`config.mk`:
```
export PLATFORM = sky130hd
export DESIGN_NAME = mask_logic_unit
export DESIGN_NICKNAME = d
export VERILOG_FILES = /design/src/rtl/mlu_pkg.sv /design/src/rtl/mlu_decode.sv /design/src/rtl/mlu_lane_array.sv /design/src/rtl/mlu_out_stage.sv /design/src/rtl/mask_logic_unit.sv
export SDC_FILE = /design/constraint.sdc
export NUM_CORES = 1
export LEC_CHECK = 0
export BUFFER_PORTS_ARGS = -buffer_cell sky130_fd_sc_hd__buf_2
export CAP_MARGIN = 0
export CORE_UTILIZATION = 25
export DETAILED_ROUTE_END_ITERATION = 12
export PLACE_DENSITY = 0.43
export SYNTH_ARGS = -nofsm -noshare
export SYNTH_HDL_FRONTEND = slang
export SYNTH_SLANG_ARGS = --single-unit
```
`constraint.sdc`:
```
create_clock -name clk -period 4.1 [get_ports clk]
set_input_delay 0.82 -clock clk [delete_from_list [all_inputs] [get_ports clk]]
set_output_delay 0.82 -clock clk [all_outputs]
set_load 0.005 [all_outputs]
```
`src/rtl/mlu_pkg.sv`:
```
// Package: shared encodings for the mask logic unit.
// Assumes: truth-table index is {src1_bit, src2_bit}.
package mlu_pkg;
    typedef logic [3:0] tt_code_t;

    // Truth-table codes for the named operations.
    localparam tt_code_t TT_AND  = 4'h8;
    localparam tt_code_t TT_OR   = 4'hE;
    localparam tt_code_t TT_XOR  = 4'h6;
    localparam tt_code_t TT_ANDN = 4'h4;
    localparam tt_code_t TT_ORN  = 4'hD;
    localparam tt_code_t TT_XORN = 4'h9;
    localparam tt_code_t TT_ZERO = 4'h0;

    // Named opcode numbers carried on func when named_op is set.
    typedef enum logic [3:0] {
        NOP_AND  = 4'd0,
        NOP_OR   = 4'd1,
        NOP_XOR  = 4'd2,
        NOP_ANDN = 4'd3,
        NOP_ORN  = 4'd4,
        NOP_XORN = 4'd5
    } named_op_e;
endpackage

```
`src/rtl/mlu_decode.sv`:
```
// Module: mlu_decode
// Turns the func/named_op pair into a truth-table code and an illegal flag.
// Assumes: a raw table code is always legal; only named opcodes can be illegal.
module mlu_decode
    import mlu_pkg::*;
(
    input  logic     named_op,
    input  logic [3:0] func,
    output tt_code_t code,
    output logic     illegal
);
    // Purpose: map named opcodes onto table codes, pass raw codes through.
    always_comb begin
        code    = func;
        illegal = 1'b0;
        if (named_op) begin
            case (func)
                NOP_AND:  code = TT_AND;
                NOP_OR:   code = TT_OR;
                NOP_XOR:  code = TT_XOR;
                NOP_ANDN: code = TT_ANDN;
                NOP_ORN:  code = TT_ORN;
                NOP_XORN: code = TT_XORN;
                default: begin
                    code    = TT_ZERO;
                    illegal = 1'b1;
                end
            endcase
        end
    end
endmodule

```
`src/rtl/mlu_lane_array.sv`:
```
// Module: mlu_lane_array
// One 4:1 selector per lane picks the code bit addressed by the lane's two source bits.
// Assumes: lanes are fully independent; no carry between lanes.
module mlu_lane_array
    import mlu_pkg::*;
#(
    parameter int XLEN = 32
) (
    input  tt_code_t          code,
    input  logic [XLEN-1:0]   a,
    input  logic [XLEN-1:0]   b,
    output logic [XLEN-1:0]   y
);
    // Purpose: replicate the lane selector across the word.
    for (genvar g = 0; g < XLEN; g++) begin : g_lane
        logic [1:0] sel;
        assign sel  = {a[g], b[g]};
        assign y[g] = code[sel];
    end
endmodule

```
`src/rtl/mlu_out_stage.sv`:
```
// Module: mlu_out_stage
// Optional output register for the result word, its valid and the illegal flag.
// Assumes: synchronous active-low reset; the result holds while no input is valid.
module mlu_out_stage #(
    parameter int XLEN       = 32,
    parameter bit REGISTERED = 1'b1
) (
    input  logic            clk,
    input  logic            rst_n,
    input  logic            in_valid,
    input  logic [XLEN-1:0] d,
    input  logic            ill_in,
    output logic [XLEN-1:0] q,
    output logic            q_valid,
    output logic            q_ill
);
    if (REGISTERED) begin : g_reg
        // Purpose: capture the result on a valid input, clear everything on reset.
        always_ff @(posedge clk) begin
            if (!rst_n) begin
                q       <= '0;
                q_valid <= 1'b0;
                q_ill   <= 1'b0;
            end else begin
                q_valid <= in_valid;
                q_ill   <= in_valid & ill_in;
                if (in_valid) q <= d;
            end
        end

        AST_VALID_FOLLOWS: assert property (@(posedge clk) disable iff (!rst_n)
            $past(rst_n) |-> (q_valid == $past(in_valid)));
        AST_HOLD_IDLE: assert property (@(posedge clk) disable iff (!rst_n)
            ($past(rst_n) && !$past(in_valid)) |-> ($stable(q) && !q_ill));
        AST_ILLEGAL_PULSE: assert property (@(posedge clk) disable iff (!rst_n)
            q_ill |-> (q_valid && q == '0));
        AST_RESET_CLEARS: assert property (@(posedge clk)
            !rst_n |=> (!q_valid && !q_ill && q == '0));
    end else begin : g_comb
        // Purpose: pass the result straight through.
        assign q       = d;
        assign q_valid = in_valid;
        assign q_ill   = in_valid & ill_in;
    end
endmodule

```
`src/rtl/mask_logic_unit.sv`:
```
// Module: mask_logic_unit (top)
// Applies one of 16 two-input Boolean functions to every lane of two mask words.
// Assumes: func is a truth table when named_op=0, a named opcode number when named_op=1.
module mask_logic_unit
    import mlu_pkg::*;
#(
    parameter int XLEN       = 32,
    parameter bit REGISTERED = 1'b1
) (
    input  logic            clk,
    input  logic            rst_n,
    input  logic            in_valid,
    input  logic            named_op,
    input  logic [3:0]      func,
    input  logic [XLEN-1:0] src1,
    input  logic [XLEN-1:0] src2,
    output logic            out_valid,
    output logic [XLEN-1:0] result,
    output logic            illegal_op
);
    localparam logic [XLEN-1:0] ALL_ONES = {XLEN{1'b1}};

    tt_code_t        code;
    logic            illegal;
    logic [XLEN-1:0] lanes;
    logic [XLEN-1:0] word;

    mlu_decode u_decode (
        .named_op (named_op),
        .func     (func),
        .code     (code),
        .illegal  (illegal)
    );

    mlu_lane_array #(.XLEN(XLEN)) u_lanes (
        .code (code),
        .a    (src1),
        .b    (src2),
        .y    (lanes)
    );

    // Purpose: force a zero word for an illegal named opcode.
    always_comb word = illegal ? '0 : lanes;

    mlu_out_stage #(.XLEN(XLEN), .REGISTERED(REGISTERED)) u_out (
        .clk      (clk),
        .rst_n    (rst_n),
        .in_valid (in_valid),
        .d        (word),
        .ill_in   (illegal),
        .q        (result),
        .q_valid  (out_valid),
        .q_ill    (illegal_op)
    );

    if (REGISTERED) begin : g_chk
        AST_SET_ALL: assert property (@(posedge clk) disable iff (!rst_n)
            ($past(rst_n) && $past(in_valid && !named_op && func == 4'hF))
            |-> (result == ALL_ONES));
        AST_NAMED_AND: assert property (@(posedge clk) disable iff (!rst_n)
            ($past(rst_n) && $past(in_valid && named_op && func == 4'd0))
            |-> (result == $past(src1 & src2)));
    end
endmodule

```
; ---- Yosys cells after proc, flatten, opt, wreduce, memory -nomap -nowiden
; Index checks and enable logic that the tools add are counted.
[classes]
order_cmp = 32
eq_ne = 5
bitwise = 1
n_mux = 69
reduce_logical = 2
[op_table]
columns = operator, count
row1 = "2-bit by 3-bit < comparator with 1-bit output, second input constant", 32
row2 = 1-bit binary-select mux with 2-bit select, 32
row3 = 1-bit two-way mux, 34
row4 = 32-bit two-way mux, 1
row5 = 4-bit case mux with 6 select lines, 1
row6 = "4-bit by 2-bit == test with 1-bit output, second input constant", 2
row7 = "4-bit by 3-bit == test with 1-bit output, second input constant", 2
row8 = 6-bit OR reduction, 1
row9 = "4-bit by 1-bit == test with 1-bit output, second input constant", 1
row10 = 4-bit logical NOT, 1
row11 = 4-bit two-way mux, 1
row12 = 1-bit bitwise AND, 1
[word_totals]
out_inout_bits = 34
wordCells = 112
inputBits = 72
reg_bits = 34

; ---- Logic depth before layout (Yosys ltp)
[depth]
depth_word = 6
mapped_depth = 8
depth_no_buf = 5

; ---- By module
; A second synthesis with hierarchy kept.
[hier_totals]
hier_cells = 201
hier_area_um2 = 2398.6
[modules_own_cells]
columns = mod, seq_area_each_um2, n_inst, cells_per_inst, area_per_inst_um2
row1 = mlu_out_stage, 680.7, 1, 107, 1296.2
row2 = mlu_lane_array, 0.0, 1, 44, 780.7
row3 = mask_logic_unit, 0.0, 1, 35, 222.7
row4 = mlu_decode, 0.0, 1, 15, 98.8

; ---- Worst setup path before layout
; Ideal clock, no wire load.
[synth_timing]
path_type = input-to-reg
startpoint = input func[3]
endpoint = register u_out.q[19]
required_time_ns = 3.980
slack_ns = 2.086
path_stages = 7
arrival_time_ns = 1.894
path_cell_list = buf_2 > a21oi_1 > o21a_4 > and2_1 > buf_6 > a221oi_2 > nor2_1
[synth_via]
elab_chain_len = 6
elab_cells_between_ends = 14
cone_classes = 5 x eq/ne / 7 x mux / 2 x reduce/logical
[synth_lines]
columns = item, line_no
row1 = from (decl), mask_logic_unit.sv:14  ; input logic [3:0] func,
row2 = 4-bit by 3-bit == test with 1-bit output (tied with other cells), mlu_decode.sv:17  ; case (func)
row3 = 4-bit case mux with 6 select lines, mlu_decode.sv:17
row4 = 4-bit two-way mux, mlu_decode.sv:16  ; if (named_op) begin
row5 = 1-bit binary-select mux with 2-bit select, mlu_lane_array.sv:18  ; assign y[g] = code[sel];
row6 = 1-bit two-way mux (not written as such), mlu_lane_array.sv:18
row7 = 32-bit two-way mux (*), mask_logic_unit.sv:43  ; always_comb word = illegal ? '0 : lanes;
row8 = to (signal assigned), mlu_out_stage.sv:21  ; q <= '0;
row9 = to (signal assigned), mlu_out_stage.sv:27  ; if (in_valid) q <= d;
row10 = to (decl), mlu_out_stage.sv:13  ; output logic [XLEN-1:0] q,
; Mark *: on every way between the ends. The rest lies on a longest branch, timed or not. The select of a mux whose other input is x is not followed.
; A chain may end at the register's enable or synchronous reset.

; ---- Final worst setup path
[layout_timing]
startpoint = input func[1]
endpoint = register u_out.q[11]
; The elaborated chain is that of the path after synthesis.

==> metrics.md <==
| Metric | Value |
|---|---|
| Cell Int Power | 0.741 mW |
| CTS resizes | 0 |
| Chip Width | 127 um |
| YS warnings | 0 |
| Status | completed |
| Leakage | 1.87 nW |
| First-iteration detailed-routing DRC count | 286 |
| Row cnt | 45 |
| CTS buffer count | 5 |
| Register bit total from synthesis | 34 |
| Final net count | 646 |
| DR pass1 iterations | 4 |
| Multi-input logic area | 0.00281 mm^2 |
| Largest net degree at the start of global routing | 35 |
| Overflow left after global routing | 0 |
| H-tree levels | 2 |
| Worst Setup End Kind | flop |
| CORE AREA | 0.0153 mm^2 |
| Cells after Synth | 525 |
| Postcts setup bufs | 0 |
| Sequential share of power | 32.3% |
| Slew HR | 28.2% |
| Overall Global Routing Usage | 17.6% |
| VDD IR-drop max | 0.000143 V |
| Die Height | 127 um |
| Slew Limit Fails | 0 |
| Largest family of logic cells by synthesized area | compound AO/OA/AOI/OAI gates |
| Crit share post-route | 69.1% |
| Worst Path Max Fanout | 28 |
| CP cell instances | buf_2 > o21ai_2 > nand2_1 > o211ai_1 > a21oi_1 |
| Setup crit start kind | primary input |
| Number of setup violations in the final report | 0 |
| Setup TNS | 0 ns |
| Tot Pwr | 1.13 mW |
| Vias | 4183 |
| Setup ws final | 1.27 ns |
| P_sw | 0.388 mW |
| Vias per cell | 5.34 |
| Worst path required time | 4.28 ns |
| Routability Congestion | 0.761 |
| Synth top area cells | dfxtp_1 (17%), mux2i_1 (14%), a21oi_1 (7.3%) |
| Initial antenna violation count | 1 |
| Max-Cap Viols | 0 |
| Minimum clock period | 2.83 ns |
| Detailed-route DRC error count | 0 |
| Post-synth top area cell | dfxtp_1 |
| DP Cell Count | 778 |
| Count of cell types in the netlist | 46 |
| Crit Path Class | primary input to flop |
| Sequential cell area fraction in the yosys report | 17.4% |
| Buf+Inv Stages, Crit Path | 1 |
| Async S/R FF share, synth | 0% |
| Post-synthesis compound-gate area fraction | 38.5% |
| Crit-path slowest cell | o21ai_2 |
| Vias in the first global route | 4202 |
| Worst-margin pin slew | 1.08 ns |
| Detailed Route WL | 14000 um |
| Initial core utilization | 25.7% |
| Combinational share of power | 32.8% |
| DP Worst Slack | 0.967 ns |
| Final Skew | 0 ns |
| Arr. time, crit path | 3.01 ns |
| Top-area cell type share of the netlist area | 17.4% |
| CTS Hold Bufs | 0 |
| Number of clock sinks | 34 |
| Clk slew on worst S/H paths | 0.06 ns |
| Root Buffer | clkbuf_16 |
| Register Area | 681 um^2 |
| Power share of the clock group | 34.9% |
| ANT cells | 0 |
| Main synth FF type | dfxtp_1 |
| Die Area | 0.0162 mm^2 |
| Clock tree buffer depth | 2 |
| Post-synth EDFFs | 0 |
| CTS tree | done |
| Final hold violation count | 0 |
| Antenna-violating nets left | 0 |
| Post-synthesis adder-cell area fraction | 0% |
| Layout cell share with drive strength beyond 1 | 27.9% |
| Syn Area/Cell | 7.47 um^2 |
| Area Growth Syn to Fin | 16.5% |
| Top Ports | 106 |
| Critical Path Max Stage Delay | 0.93 ns |
| Fill cells | 1690 |
| Synth Area in Simple Gates | 15.1% |
| First-pass GRT wire length | 22400 um |
| Maximum clock rate | 0.353 GHz |
| Detailed Place HPWL | 9590 um |
| P per Cell Area | 247 mW/mm^2 |
| Syn_nets | 597 |
| Worst min path class | flop to flop |
| Post-Synth XOR/XNOR Area | 0% |
| Sw Share | 34.4% |
| WL per Instance | 17.8 um |
| Worst-Skew Late Latency | 0.29 ns |
| Layout Cells excl Fill | 784 |
| CP delay by family, top | compound AO/OA/AOI/OAI gates |
| Synth Cell Area | 0.00392 mm^2 |
| Buffers on Ports | 105 |
| Multiplexer area fraction after synthesis | 17.8% |
| RSZ-0062 raised after global routing | false |
cell usage in the layout, fill, tap and decap left out, types with 2 or more instances in the layout:
cell type / instances
a21oi_1: 57
nor3b_4: 2
mux2_2: 14
a22oi_1: 9
a211oi_1: 15
o21ai_0: 47
o2111a_1: 2
and2b_1: 2
nand2_1: 41
and2_1: 3
o2111ai_1: 6
a221oi_2: 5
nor3_2: 2
nand3b_1: 3
a32o_1: 6
nand3_1: 3
nand2b_1: 5
buf_2: 105
mux2i_1: 54
o221ai_1: 18
o31a_1: 2
o31ai_1: 3
nor3_1: 5
o21ai_1: 10
o211ai_2: 6
dfxtp_1: 34
clkbuf_16: 5
nor2b_1: 16
a221oi_1: 7
a31oi_1: 3
nor2_1: 28
inv_1: 9
o211ai_1: 20
a21o_1: 2
buf_4: 14
cell families after synthesis:
group	after synthesis
AO/OA/AOI/OAI	221
AND/OR/NAND/NOR	115
buffers and inverters	87
multiplexers	68
flip-flops	34
power by group through the flow:
| stage | sequential (mW) | clock, mW | combinational [mW] |
|---|---|---|---|
| floorplan | 0.372 | 0 | 0.258 |
| global placement | 0.372 | 0 | 0.368 |
| detailed placement | 0.372 | 0 | 0.372 |
| CTS | 0.365 | 0.416 | 0.373 |
| global route | 0.368 | 0.425 | 0.411 |
| finish | 0.365 | 0.394 | 0.370 |
cell type report:
cell class / instances / share of cell area, %
Inverter: 10 / 0.822
Timing Repair Buffer: 119 / 13.8
Clock buffer: 6 / 3.04
Tap cell: 211 / 5.78
Multi-Input combinational cell: 404 / 61.6
Sequential cell: 34 / 14.9
worst register-to-register path: cells and delay by family (launching register included):
kind / cells / cell delay [ns]
AO/OA/AOI/OAI: 3 / 0.52
flip-flops: 1 / 0.33
AND/OR/NAND/NOR: 1 / 0.07
through the flow:
step | util (%) | cell area [um^2] | hold slack, ns
floorplan | - | 3920 | 0.442
finish | 29.9 | 4570 | 0.466
global route | 29.9 | 4570 | 0.494
global placement | 29.0 | 4430 | 0.452
CTS | 29.9 | 4570 | 0.466
detailed placement | 29.0 | 4430 | 0.451
flip-flops by register name, summed over array words and instances, names as in the netlist:
signal and flops:
u_out.q_valid 1, u_out.q_ill 1, u_out.q 32
final timing paths:
kind         slack, ns         from  cells after the start     endpoint
min reg2reg       0.47  u_out.q[26]                      2  u_out.q[26]
max               1.27      func[1]                      5  u_out.q[11]
max reg2reg       3.06   u_out.q[6]                      4   u_out.q[6]
min               0.47  u_out.q[26]                      2  u_out.q[26]
Yosys cell counts (2+ instances only):
library cell,n
dfxtp_1,34
a211oi_1,15
o21ai_1,10
clkbuf_1,40
a21o_1,2
buf_4,9
o2111ai_1,6
o211ai_2,6
a221oi_2,5
buf_1,3
a21oi_1,57
nand2b_1,5
o2111a_1,2
mux2_2,14
inv_1,9
nand3_1,3
o21ai_0,47
o31ai_1,3
nor3_1,5
nand2_1,41
nor3_2,2
buf_6,8
and2_1,3
a221oi_1,7
mux2i_1,54
nor2b_1,18
nand3b_1,3
o31a_1,2
nor2_1,28
and2b_1,2
o221ai_1,18
a31oi_1,3
o211ai_1,20
a22oi_1,9
a32o_1,6
buf_2,16
metal layers:
| metal | wire [um] | vias to the layer above | global-route usage, % |
|---|---|---|---|
| met5 | 11 | - | 0 |
| met4 | 167 | 2 | 5.60 |
| met3 | 868 | 12 | 3.43 |
| met2 | 6500 | 117 | 29.3 |
| met1 | 6410 | 1994 | 22.8 |
| li1 | - | 2058 | - |
No activity file was read; power rests on OpenSTA's default activity.
